==> config.mk <==
export PLATFORM = sky130hd
export DESIGN_NAME = bbsw_sequencer
export DESIGN_NICKNAME = d
export VERILOG_FILES = /design/src/rtl/bbsw_pkg.sv /design/src/rtl/bbsw_sync.sv /design/src/rtl/bbsw_timer.sv /design/src/rtl/bbsw_fsm.sv /design/src/rtl/bbsw_sequencer.sv
export SDC_FILE = /design/constraint.sdc
export NUM_CORES = 1
export LEC_CHECK = 0
export BUFFER_PORTS_ARGS = -buffer_cell sky130_fd_sc_hd__buf_2
export CAP_MARGIN = 20
export CORE_ASPECT_RATIO = 0.75
export CORE_UTILIZATION = 50
export DETAILED_ROUTE_END_ITERATION = 12
export PLACE_DENSITY = 0.7
export RECOVER_POWER = 100
export SYNTH_ARGS = -nofsm -noshare
export SYNTH_HDL_FRONTEND = slang
export SYNTH_SLANG_ARGS = --single-unit
==> constraint.sdc <==
create_clock -name clk -period 1.8 [get_ports clk]
set_clock_uncertainty 0.15 [all_clocks]
set_input_delay 0.36 -clock clk [delete_from_list [all_inputs] [get_ports clk]]
set_output_delay 0.36 -clock clk [all_outputs]
set_load 0.03 [all_outputs]
==> src/rtl/bbsw_pkg.sv <==
package bbsw_pkg;
  typedef enum logic [2:0] {
    PH_IDLE = 3'd0,
    PH_DCHG = 3'd1,
    PH_CHG  = 3'd2,
    PH_DXFR = 3'd3,
    PH_XFR  = 3'd4,
    PH_CLMP = 3'd5,
    PH_WAIT = 3'd6,
    PH_DPDN = 3'd7
  } phase_t;
endpackage

==> src/rtl/bbsw_sync.sv <==
module bbsw_sync #(
  parameter int W = 2
) (
  input  logic         clk,
  input  logic         rst_n,
  input  logic [W-1:0] d,
  output logic [W-1:0] q
);
  for (genvar i = 0; i < W; i++) begin : g_bit
    logic [1:0] sh;
    always_ff @(posedge clk or negedge rst_n) begin
      if (!rst_n) sh <= 2'b00;
      else        sh <= {sh[0], d[i]};
    end
    assign q[i] = sh[1];
  end
endmodule

==> src/rtl/bbsw_timer.sv <==
module bbsw_timer #(
  parameter int CW = 8
) (
  input  logic          clk,
  input  logic          rst_n,
  input  logic          clr,
  output logic [CW-1:0] cnt
);
  logic cnt_en;
  assign cnt_en = clr || (cnt != {CW{1'b1}});

  always_ff @(posedge clk or negedge rst_n) begin
    if (!rst_n)      cnt <= '0;
    else if (cnt_en) cnt <= clr ? '0 : cnt + 1'b1;
  end
endmodule

==> src/rtl/bbsw_fsm.sv <==
module bbsw_fsm
  import bbsw_pkg::*;
#(
  parameter int CW        = 8,
  parameter int XFER_CYC  = 45,
  parameter int GUARD_CYC = 200,
  parameter int CLAMP_CYC = 8
) (
  input  logic          clk,
  input  logic          rst_n,
  input  logic          run,
  input  logic          ipk,
  input  logic          vhi,
  input  logic [CW-1:0] cnt,
  output logic          clr,
  output logic          en_chg,
  output logic          en_xfer,
  output logic          en_clamp,
  output logic          en_pdn
);
  localparam logic [CW-1:0] XFER_LAST  = CW'(XFER_CYC - 1);
  localparam logic [CW-1:0] GUARD_LAST = CW'(GUARD_CYC - 1);
  localparam logic [CW-1:0] CLAMP_LAST = CW'(CLAMP_CYC - 1);

  phase_t st, st_nx;

  always_comb begin
    st_nx = st;
    if (!run) begin
      st_nx = (st == PH_IDLE || st == PH_DPDN) ? PH_IDLE : PH_DPDN;
    end else begin
      case (st)
        PH_IDLE: st_nx = PH_DCHG;
        PH_DCHG: st_nx = PH_CHG;
        PH_CHG: begin
          if (ipk)                     st_nx = PH_DXFR;
          else if (cnt == GUARD_LAST)  st_nx = PH_DCHG;
        end
        PH_DXFR: st_nx = PH_XFR;
        PH_XFR: begin
          if (vhi)                     st_nx = PH_CLMP;
          else if (cnt == XFER_LAST)   st_nx = PH_DCHG;
        end
        PH_CLMP: if (cnt == CLAMP_LAST) st_nx = PH_WAIT;
        PH_WAIT: if (!vhi)              st_nx = PH_CHG;
        PH_DPDN: st_nx = PH_IDLE;
        default: st_nx = PH_IDLE;
      endcase
    end
  end

  always_ff @(posedge clk or negedge rst_n) begin
    if (!rst_n) st <= PH_IDLE;
    else        st <= st_nx;
  end

  assign clr      = (st_nx != st);
  assign en_chg   = (st == PH_CHG);
  assign en_xfer  = (st == PH_XFR);
  assign en_clamp = (st == PH_CLMP);
  assign en_pdn   = (st == PH_IDLE);
endmodule

==> src/rtl/bbsw_sequencer.sv <==
module bbsw_sequencer #(
  parameter int XFER_CYC  = 45,
  parameter int GUARD_CYC = 200,
  parameter int CLAMP_CYC = 8
) (
  input  logic       clk,
  input  logic       rst_n,
  input  logic       ipk_raw,
  input  logic       vhi_raw,
  input  logic [1:0] lvl_sel,
  input  logic       card_in,
  output logic       en_chg,
  output logic       en_xfer,
  output logic       en_clamp,
  output logic       en_pdn,
  output logic [1:0] ipk_sel
);
  localparam int MAX_A = (XFER_CYC > GUARD_CYC) ? XFER_CYC : GUARD_CYC;
  localparam int MAX_C = (MAX_A > CLAMP_CYC) ? MAX_A : CLAMP_CYC;
  localparam int CW    = $clog2(MAX_C + 1);

  logic [1:0]    rst_q;
  logic          rst_i;
  logic [1:0]    cmp_s;
  logic          ipk_s, vhi_s;
  logic          run;
  logic          clr;
  logic [CW-1:0] cnt;
  logic          sel_ld;

  always_ff @(posedge clk or negedge rst_n) begin
    if (!rst_n) rst_q <= 2'b00;
    else        rst_q <= {rst_q[0], 1'b1};
  end
  assign rst_i = rst_q[1];

  bbsw_sync #(.W(2)) u_sync (
    .clk   (clk),
    .rst_n (rst_i),
    .d     ({vhi_raw, ipk_raw}),
    .q     (cmp_s)
  );
  assign ipk_s = cmp_s[0];
  assign vhi_s = cmp_s[1];

  assign run = card_in && (lvl_sel != 2'b00);

  bbsw_timer #(.CW(CW)) u_timer (
    .clk   (clk),
    .rst_n (rst_i),
    .clr   (clr),
    .cnt   (cnt)
  );

  bbsw_fsm #(
    .CW        (CW),
    .XFER_CYC  (XFER_CYC),
    .GUARD_CYC (GUARD_CYC),
    .CLAMP_CYC (CLAMP_CYC)
  ) u_fsm (
    .clk      (clk),
    .rst_n    (rst_i),
    .run      (run),
    .ipk      (ipk_s),
    .vhi      (vhi_s),
    .cnt      (cnt),
    .clr      (clr),
    .en_chg   (en_chg),
    .en_xfer  (en_xfer),
    .en_clamp (en_clamp),
    .en_pdn   (en_pdn)
  );

  assign sel_ld = (ipk_sel != lvl_sel);
  always_ff @(posedge clk or negedge rst_i) begin
    if (!rst_i)      ipk_sel <= 2'b00;
    else if (sel_ld) ipk_sel <= lvl_sel;
  end
endmodule

* After elaboration in Yosys (flattened, before gate mapping)
Index checks and enable logic that the tools add are counted.
** Storage, ports and cells
- Register bits after elaboration :: 19
- Word-level logic and storage cells :: 35
** Operators by class
- Add/sub/neg operators :: 1
- Eq/ne operators :: 13
- Multiplexer cells :: 10
- Reductions and logical operators :: 5
** Operators by type and width (number)
- 3-bit 2-to-1 mux :: 8
- 3-bit case mux with 8 select lines :: 1
- 3-bit == test (second input constant) :: 4
- 8-bit by 1-bit adder with 8-bit output (second input constant) :: 1
- 8-bit by 3-bit == test with 1-bit output (second input constant) :: 1
- 8-bit by 6-bit == test with 1-bit output (second input constant) :: 1
- 8-bit == test (second input constant) :: 1
- 8-bit 2-to-1 mux :: 1
- 8-bit != test (second input constant) :: 1
- 3-bit by 2-bit == test with 1-bit output (second input constant) :: 2
- 3-bit by 1-bit == test with 1-bit output (second input constant) :: 1
- 3-bit zero test :: 1
- 3-bit != test :: 1
- 1-bit logical OR :: 2
- 2-bit != test :: 1
- 2-bit nonzero test :: 1
- 1-bit logical AND :: 1

* Longest topological paths before layout
Gate-level depths: netlist of run 1.
- Depth after elaboration :: 7
- Gate-level depth with buffers :: 7

* Cells and area by module
Synthesis of run 1 repeated with hierarchy kept, for this count alone.
** Unflattened totals
- Cells, all modules :: 118
- Area total of the unflattened synthesis :: 1121.1 µm²
** Modules (own cells, without submodules)
- bbsw_timer :: instances 1, cells an instance 42, area an instance 445.4 µm², sequential area each 200.2 µm²
- bbsw_fsm :: instances 1, cells an instance 62, area an instance 441.7 µm², sequential area each 75.1 µm²
- bbsw_sequencer :: instances 1, cells an instance 8, area an instance 118.9 µm², sequential area each 100.1 µm²
- bbsw_sync :: instances 1, cells an instance 6, area an instance 115.1 µm², sequential area each 100.1 µm²

* Least setup slack after synthesis of run 1
Ideal clock, no wire load.
- Path kind :: register to register
- Start point :: register u_fsm.st[1]
- End point :: register u_timer.cnt[0]
- Library setup time :: 0.139 ns
- Arrival time :: 2.125 ns
- Setup slack :: -0.614 ns
- Cell stages (with the launch flop) :: 6
- Path buffers :: 1
- Cell sequence :: dfrtp_1 -> clkbuf_1 -> nor3b_1 -> a211oi_4 -> a211oi_4 -> nor3_1
** RTL lines
- start: declaration :: RTL line bbsw_fsm.sv:25 : phase_t st, st_nx;
- start signal: assignment :: RTL line bbsw_fsm.sv:54 : else st <= st_nx;
- 3-bit == test (*)
- net en_xfer :: RTL line bbsw_sequencer.sv:13 : output logic en_xfer,
- 3-bit case mux with 8 select lines (*) :: RTL line bbsw_fsm.sv:32 : case (st)
- 3-bit 2-to-1 mux (*) :: RTL line bbsw_fsm.sv:29 : if (!run) begin
- 3-bit != test (*) :: RTL line bbsw_fsm.sv:57 : assign clr = (st_nx != st);
- 8-bit 2-to-1 mux / 1-bit logical OR (equally long branches) :: RTL line bbsw_timer.sv:14, bbsw_timer.sv:10
- end signal: assignment :: RTL line bbsw_timer.sv:14 : else if (cnt_en) cnt <= clr ? '0 : cnt + 1'b1;
- end: declaration :: RTL line bbsw_timer.sv:7 : output logic [CW-1:0] cnt
Mark *: on every way through the listed nets, which the timed path passes. The rest lies on a longest branch.
A chain may end at the register's enable or synchronous reset.

* Worst setup path in the final report of run 1
- Start point :: register u_timer.cnt[7]
- End point :: register u_timer.cnt[2]
** Between the ends
- Word-level cells in the longest chain between the ends :: 7
** RTL lines (RTL line)
- 8-bit by 6-bit == test with 1-bit output / 8-bit == test (equally long branches) :: bbsw_fsm.sv:42, bbsw_fsm.sv:37
- 3-bit 2-to-1 mux, on equally long branches :: bbsw_fsm.sv:42, bbsw_fsm.sv:37
- 3-bit 2-to-1 mux, on equally long branches :: bbsw_fsm.sv:41, bbsw_fsm.sv:36
- 3-bit case mux with 8 select lines :: bbsw_fsm.sv:32
- 3-bit 2-to-1 mux :: bbsw_fsm.sv:29
- 3-bit != test :: bbsw_fsm.sv:57
- 8-bit 2-to-1 mux / 1-bit logical OR (equally long branches) :: bbsw_timer.sv:14, bbsw_timer.sv:10
Parallel ways exist; a longest one is shown, timed or not.

==> results_dict.tcl, run 1 <==
set metrics [dict create \
    yosys_register_bits 19 \
    nNetsFinal 171 \
    syn_area_sq_um 1050 \
    grt_pass1_vias 1028 \
    yosysMostFrequentCell "dfrtp_1" \
    power.density_nw_per_um2 1300 \
    grtUsageMet3 0.0842 \
    worstPathArrival_ps 2270 \
    end_kind "register" \
    path_cells "or4b_4 > o21a_1 > a211oi_4 > a211oi_4 > buf_12 > a2111oi_4" \
    clk_latency_ps 320 \
    slew_headroom 0.510 \
    wl_per_cell_microns 18.6 \
    cts_tree "done" \
    yosys.area.top_type_share 0.451 \
    drt_first_pass_iters 4 \
    drive_gt1_frac 0.460 \
    post-route-min-period_ps 2200 \
    dp_slack_ps -391 \
    grt_use_total 0.307 \
    min_path_type "primary input to register" \
    diodes 0 \
    synth.area.top_cells "dfrtp_1, a211oi_4, nand3_1" \
    synthFlopType "dfrtp_1" \
    htree_levels 1 \
    synth_edf_count 0 \
    critical-path-top-delay-family "compound AO/OA/AOI/OAI gates" \
    dieWidth_microns 55.0 \
    seq_area_sq_um 475 \
    grt_pass1_wl_microns 4750 \
    yosysTopAreaCell "dfrtp_1" \
    clock-root-buffer "clkbuf_4" \
    slew_violations 0 \
    hold_slack_ps 46.6 \
    yosysSeqAreaShare 0.451 \
    path_buf_inv 1 \
    synth_common_cells "dfrtp_1, nor2_1, nand3_1, a21oi_1, nor3_1" \
    port_buffers 12 \
    crit_top_cell "a211oi_4" \
    wirelength_microns 3410 \
    clockBufferDepth 2 \
    violations "setup timing" \
    maxCapViolations 0 \
    clk_pin_slew_ps 110 \
    worstPathMaxFanout 8 \
    use_met1 0.388 \
    finalCoreUtilization 0.887 \
    die_y_microns 41.8 \
    via_per_inst 6.32 \
    start_util 0.569 \
    cp_slowest_stage_delay_ps 570 \
    rows 13 \
    hold_viol_final 0 \
    antenna_found_initial 0 \
    yosysUniqueCellTypes 43 \
    async_flop_share 1.00 \
    cp_data_required_time_ps 1860 \
    coreArea_sq_um 1850 \
    cts_buffers 3 \
    postSynthCellCount 108 \
    peakVddDrop_uv 1240 \
    cts_sinks 19 \
    slowest_stage "or4b_4" \
    tightest_slew_ps 736 \
    via_count 1156 \
    gp_congestion 0.895 \
    status "complete, but fails checks" \
    fmax_ghz 0.454 \
    syn2layout_area_growth_pct 56.0 \
    fill_cells 84 \
    ios 13 \
    start_kind "register" \
    grt_busiest_layer "met2" \
    met2_usage 0.463 \
    crit_type "register to register" \
    synth-warning-count 0 \
    avgSynthCellArea_sq_um 9.77 \
    dp_hpwl_microns 1980 \
    setup_viol_count_final 13 \
    grt-ovfl-total 0 \
    die_area_sq_um 2300 \
    drtIter0Drc 73 \
    grt_max_degree 18 \
    multi_input_area_sq_um 657 \
    period_share 1.22 \
    synth_nets 117 \
    setup_slack_ps -403 \
    detail-route-antenna-nets 0 \
    drcViolationCount 0 \
    fin_setup_tns_ps -3390 \
    rsz0062_at_grt "true" \
    p_leak_nw 0.703 \
]
==> metal layers <==
metal	part of all wire	vias to the layer above
li1	-	507
met1	0.40	549
met2	0.47	77
met3	0.085	23
met4	0.049	0
met5	0	-
==> cell families (layout without fill, tap and decap cells) <==
group | after synthesis | after routing | share of synthesized area
AOI/OAI and AO/OA | 29 | 29 | 0.215
DFF | 19 | 19 | 0.451
other | 1 | 1 | 0.00356
and+or+nand+nor | 44 | 44 | 0.240
adders and majority gates | 3 | 3 | 0.0332
xor gates and xnor gates | 3 | 3 | 0.0249
buffers and inverters | 9 | 62 | 0.0332
==> state kept, by name (all words and copies together) (netlist names) <==
signal / cells
ipk_sel: 2
rst_q: 2
u_fsm.st: 3
u_sync.g_bit.sh: 4
u_timer.cnt: 8
==> final cells by class <==
class / count / share of cell area
Sequential cell: 19 / 0.289
Timing Repair Buffer: 54 / 0.268
Multi-Input combinational cell: 80 / 0.399
Clock buffer: 3 / 0.0137
Inverter: 4 / 0.00913
Tap cell: 22 / 0.0167
Clock inverter: 1 / 0.00456
==> worst reg2reg max path, stage by stage (launching register included) <==
cell and delay (ps):
dfrtp_1 420, or4b_4 570, o21a_1 230, a211oi_4 270
a211oi_4 100, buf_12 150, a2111oi_4 200
==> where the power goes <==
part           internal [mW]  switching (mW)  total [mW]  leakage [nW]
clock                 0.0852           0.148       0.233        0.0139
sequential             0.480          0.0460       0.526         0.238
combinational          0.679           0.696        1.37         0.451
total                   1.24           0.889        2.13         0.703
==> cell usage in the layout (no fill, tap or decap), types with 2 or more instances in the layout <==
cell           count
a21oi_1            6
buf_6             11
nor3_1             6
xor2_1             2
and3_1             2
buf_4             31
dfrtp_1           19
o21a_1             2
a211oi_4           2
inv_1              3
nor2_4             2
o21ai_1            2
clkbuf_4           3
nand3_1            6
clkbuf_1           5
o31ai_1            2
a211oi_2           3
buf_2              3
dlygate4sd3_1      3
nor2_1             7
nand2_1            5
o21ai_0            4
==> worst paths after layout <==
kind,end,start,cells after the start,slack [ps]
max,u_timer.cnt[2],u_timer.cnt[7],6,-400
min,ipk_sel[1],lvl_sel[1],1,50
max reg2reg,u_timer.cnt[2],u_timer.cnt[7],6,-400
min reg2reg,u_fsm.st[1],rst_q[1],0,160
max in group asynchronous,u_timer.cnt[2],rst_q[1],0,880
min in group asynchronous,u_fsm.st[1],rst_q[1],0,160
==> metrics by stage <==
step	std cells	power (mW)	instance area [sq um]
CTS	181	1.96	1570
global route	183	2.23	1650
global placement	165	1.40	1350
detailed placement	165	1.43	1350
finish	183	2.13	1650
floorplan	108	1.12	1070
==> what timing repair did <==
action,in CTS,in global routing
pin swaps,7,6
gates resized for setup,21,14
hold buffers,3,0
setup buffers,10,2
endpoints found under the setup margin,12,15
hold endpoints to repair,4,0
Power figures use the tool's default switching activity.
==> inputs of run 2 (changes only) <==
--- a/config.mk
+++ b/config.mk
@@ -7,7 +7,7 @@
 export LEC_CHECK = 0
 export BUFFER_PORTS_ARGS = -buffer_cell sky130_fd_sc_hd__buf_2
 export CAP_MARGIN = 20
-export CORE_ASPECT_RATIO = 0.75
+export CORE_ASPECT_RATIO = 1.25
 export CORE_UTILIZATION = 50
 export DETAILED_ROUTE_END_ITERATION = 12
 export PLACE_DENSITY = 0.7
==> constraint.sdc (replaced) <==
create_clock -name clk -period 1.8 [get_ports clk]
set_clock_uncertainty 0.15 [all_clocks]
set_input_delay 0.36 -clock clk [delete_from_list [all_inputs] [get_ports clk]]
set_output_delay 0.36 -clock clk [all_outputs]
set_load 0.1 [all_outputs]
==> results_dict.tcl, run 2 (synthesis gave the netlist of run 1 again) <==
set metrics [dict create \
    grt_pass1_wl_microns 4950 \
    power.density_nw_per_um2 1420 \
    drt_first_pass_iters 4 \
    start_kind "register" \
    slowest_stage "or3b_4" \
    via_per_inst 6.20 \
    die_area_sq_um 2300 \
    layout_common_cells "buf_4, dfrtp_1, buf_6" \
    worstPathMaxFanout 8 \
    dp_hpwl_microns 1890 \
    top_regs "u_timer.cnt: 8 flops, u_sync.g_bit.sh: 4 flops, u_fsm.st: 3 flops" \
    violations "setup timing" \
    worstPathArrival_ps 2240 \
    cts_buffers 3 \
    antenna_found_initial 0 \
    dp_slack_ps -340 \
    peakVddDrop_uv 1050 \
    comb_power_share 0.684 \
    min_path_type "primary input to register" \
    fill_cells 97 \
    ios 13 \
    top_register "u_timer.cnt" \
    wirelength_microns 3730 \
    slew_violations 0 \
    p_int_mw 1.34 \
    die_y_microns 53.4 \
    p_sw_frac 0.459 \
    cts_sinks 19 \
    setup_slack_ps -387 \
    status "complete, but fails checks" \
    wl_per_cell_microns 19.6 \
    slew_headroom 0.517 \
    end_kind "register" \
    p_clk_frac 0.093 \
    cts_tree "done" \
    setup_viol_count_final 14 \
    syn2layout_area_growth_pct 66.2 \
    via_count 1178 \
    grt-ovfl-total 0 \
    drcViolationCount 0 \
    drtIter0Drc 55 \
    path_cells "ha_2 > or3b_4 > o21a_1 > a211oi_4 > a211oi_4 > buf_12 > a2111oi_4" \
    cp_slowest_stage_delay_ps 420 \
    clk_pin_slew_ps 130 \
    seqPwrFrac 0.223 \
    clockBufferDepth 2 \
    maxCapViolations 0 \
    rows 18 \
    htree_levels 1 \
    coreArea_sq_um 1980 \
    drive_gt1_frac 0.512 \
    clk_latency_ps 300 \
    post-route-min-period_ps 2190 \
    detail-route-antenna-nets 0 \
    crit_type "register to register" \
    crit_top_cell "a211oi_4" \
    final_common_cell "buf_4" \
    rsz0062_at_grt "true" \
    port_buffers 12 \
    grt_pass1_vias 1131 \
    p_leak_nw 0.764 \
    p_switching_mw 1.14 \
    tightest_slew_ps 725 \
    period_share 1.21 \
    grt_use_total 0.295 \
    largest_register_ffs 8 \
    hold_viol_final 0 \
    start_util 0.532 \
    nNetsFinal 180 \
    place_inst 168 \
    diodes 0 \
    dieWidth_microns 43.1 \
    stdcell_count 190 \
    grt_max_degree 18 \
    clock-root-buffer "clkbuf_4" \
    gp_congestion 0.821 \
    cp_data_required_time_ps 1850 \
    fmax_ghz 0.457 \
]
-- run 2: cell types whose count changed in the layout (fill, tap and decap cells not counted), moves of 2 or more --
| cell | previous run | this run |
|---|---|---|
| clkbuf_4 | 3 | 5 |
| buf_4 | 31 | 33 |
| clkbuf_1 | 5 | 2 |
| clkbuf_2 | 0 | 2 |
| buf_12 | 1 | 5 |
| nand3_2 | 0 | 2 |
-- run 2: area by class of cell --
type,count,area (sq um),share of cell area
Tap cell,20,25.0,0.0143
Inverter,4,18.8,0.0107
Clock buffer,3,22.5,0.0128
Multi-Input combinational cell,80,637,0.363
Timing Repair Buffer,63,566,0.323
Sequential cell,19,477,0.272
Clock inverter,1,7.51,0.00428
-- run 2: metal layers --
layer  up-vias  routed length [microns]  track usage
met5         -                        0            0
met4         0                       84        0.121
li1        525                        -            -
met3         9                      208       0.0444
met1       589                     1400        0.298
met2        55                     2040        0.585
-- run 2: worst paths after layout --
path	from	end	slack, ps	cells after the start
min in group asynchronous	rst_q[1]	u_timer.cnt[0]	160	0
max in group asynchronous	rst_q[1]	u_fsm.st[2]	850	0
setup / recovery	u_timer.cnt[0]	u_timer.cnt[2]	-390	7
hold / removal	lvl_sel[0]	ipk_sel[0]	150	2
hold reg to reg	rst_q[1]	u_timer.cnt[0]	160	0
setup reg to reg	u_timer.cnt[0]	u_timer.cnt[2]	-390	7
-- run 2: critical path, delay by kind of cell (launching register included) --
kind                     cells  cell delay (ps)
AO/OA/AOI/OAI                4              780
adder cells (fa/ha/maj)      1              180
flip-flops                   1              390
buffers and inverters        1              160
AND/OR/NAND/NOR              1              420
-- run 2: power groups by stage --
stage	logic (mW)	clock network [mW]	registers, mW
2_1_floorplan	0.771	0	0.551
3_3_place_gp	1.21	0	0.538
3_5_place_dp	1.25	0	0.543
4_1_cts	1.49	0.222	0.544
5_1_grt	1.76	0.241	0.559
6_report	1.70	0.231	0.553
-- run 2: timing repair --
action | in CTS | in global routing
resized for setup | 16 | 17
cloned | 0 | 0
hold buffers | 1 | 2
setup endpoints to repair | 14 | 15
buffers inserted | 13 | 6
endpoints found under the hold margin | 2 | 2
pin swaps | 9 | 10
-- run 2: metrics by stage --
step                      cell area, sq um  setup TNS (ps)  utilization  power [mW]  hold WS (ps)
final                                 1750           -3960        0.884        2.48           154
after global placement                1450           -2470        0.729        1.75         -7.12
after detailed placement              1450           -2760        0.729        1.79         -4.02
after floorplan                       1080           -4890            -        1.32         -85.6
after CTS                             1640           -3240        0.829        2.26          10.0
after global routing                  1750           -4750        0.884        2.56           162
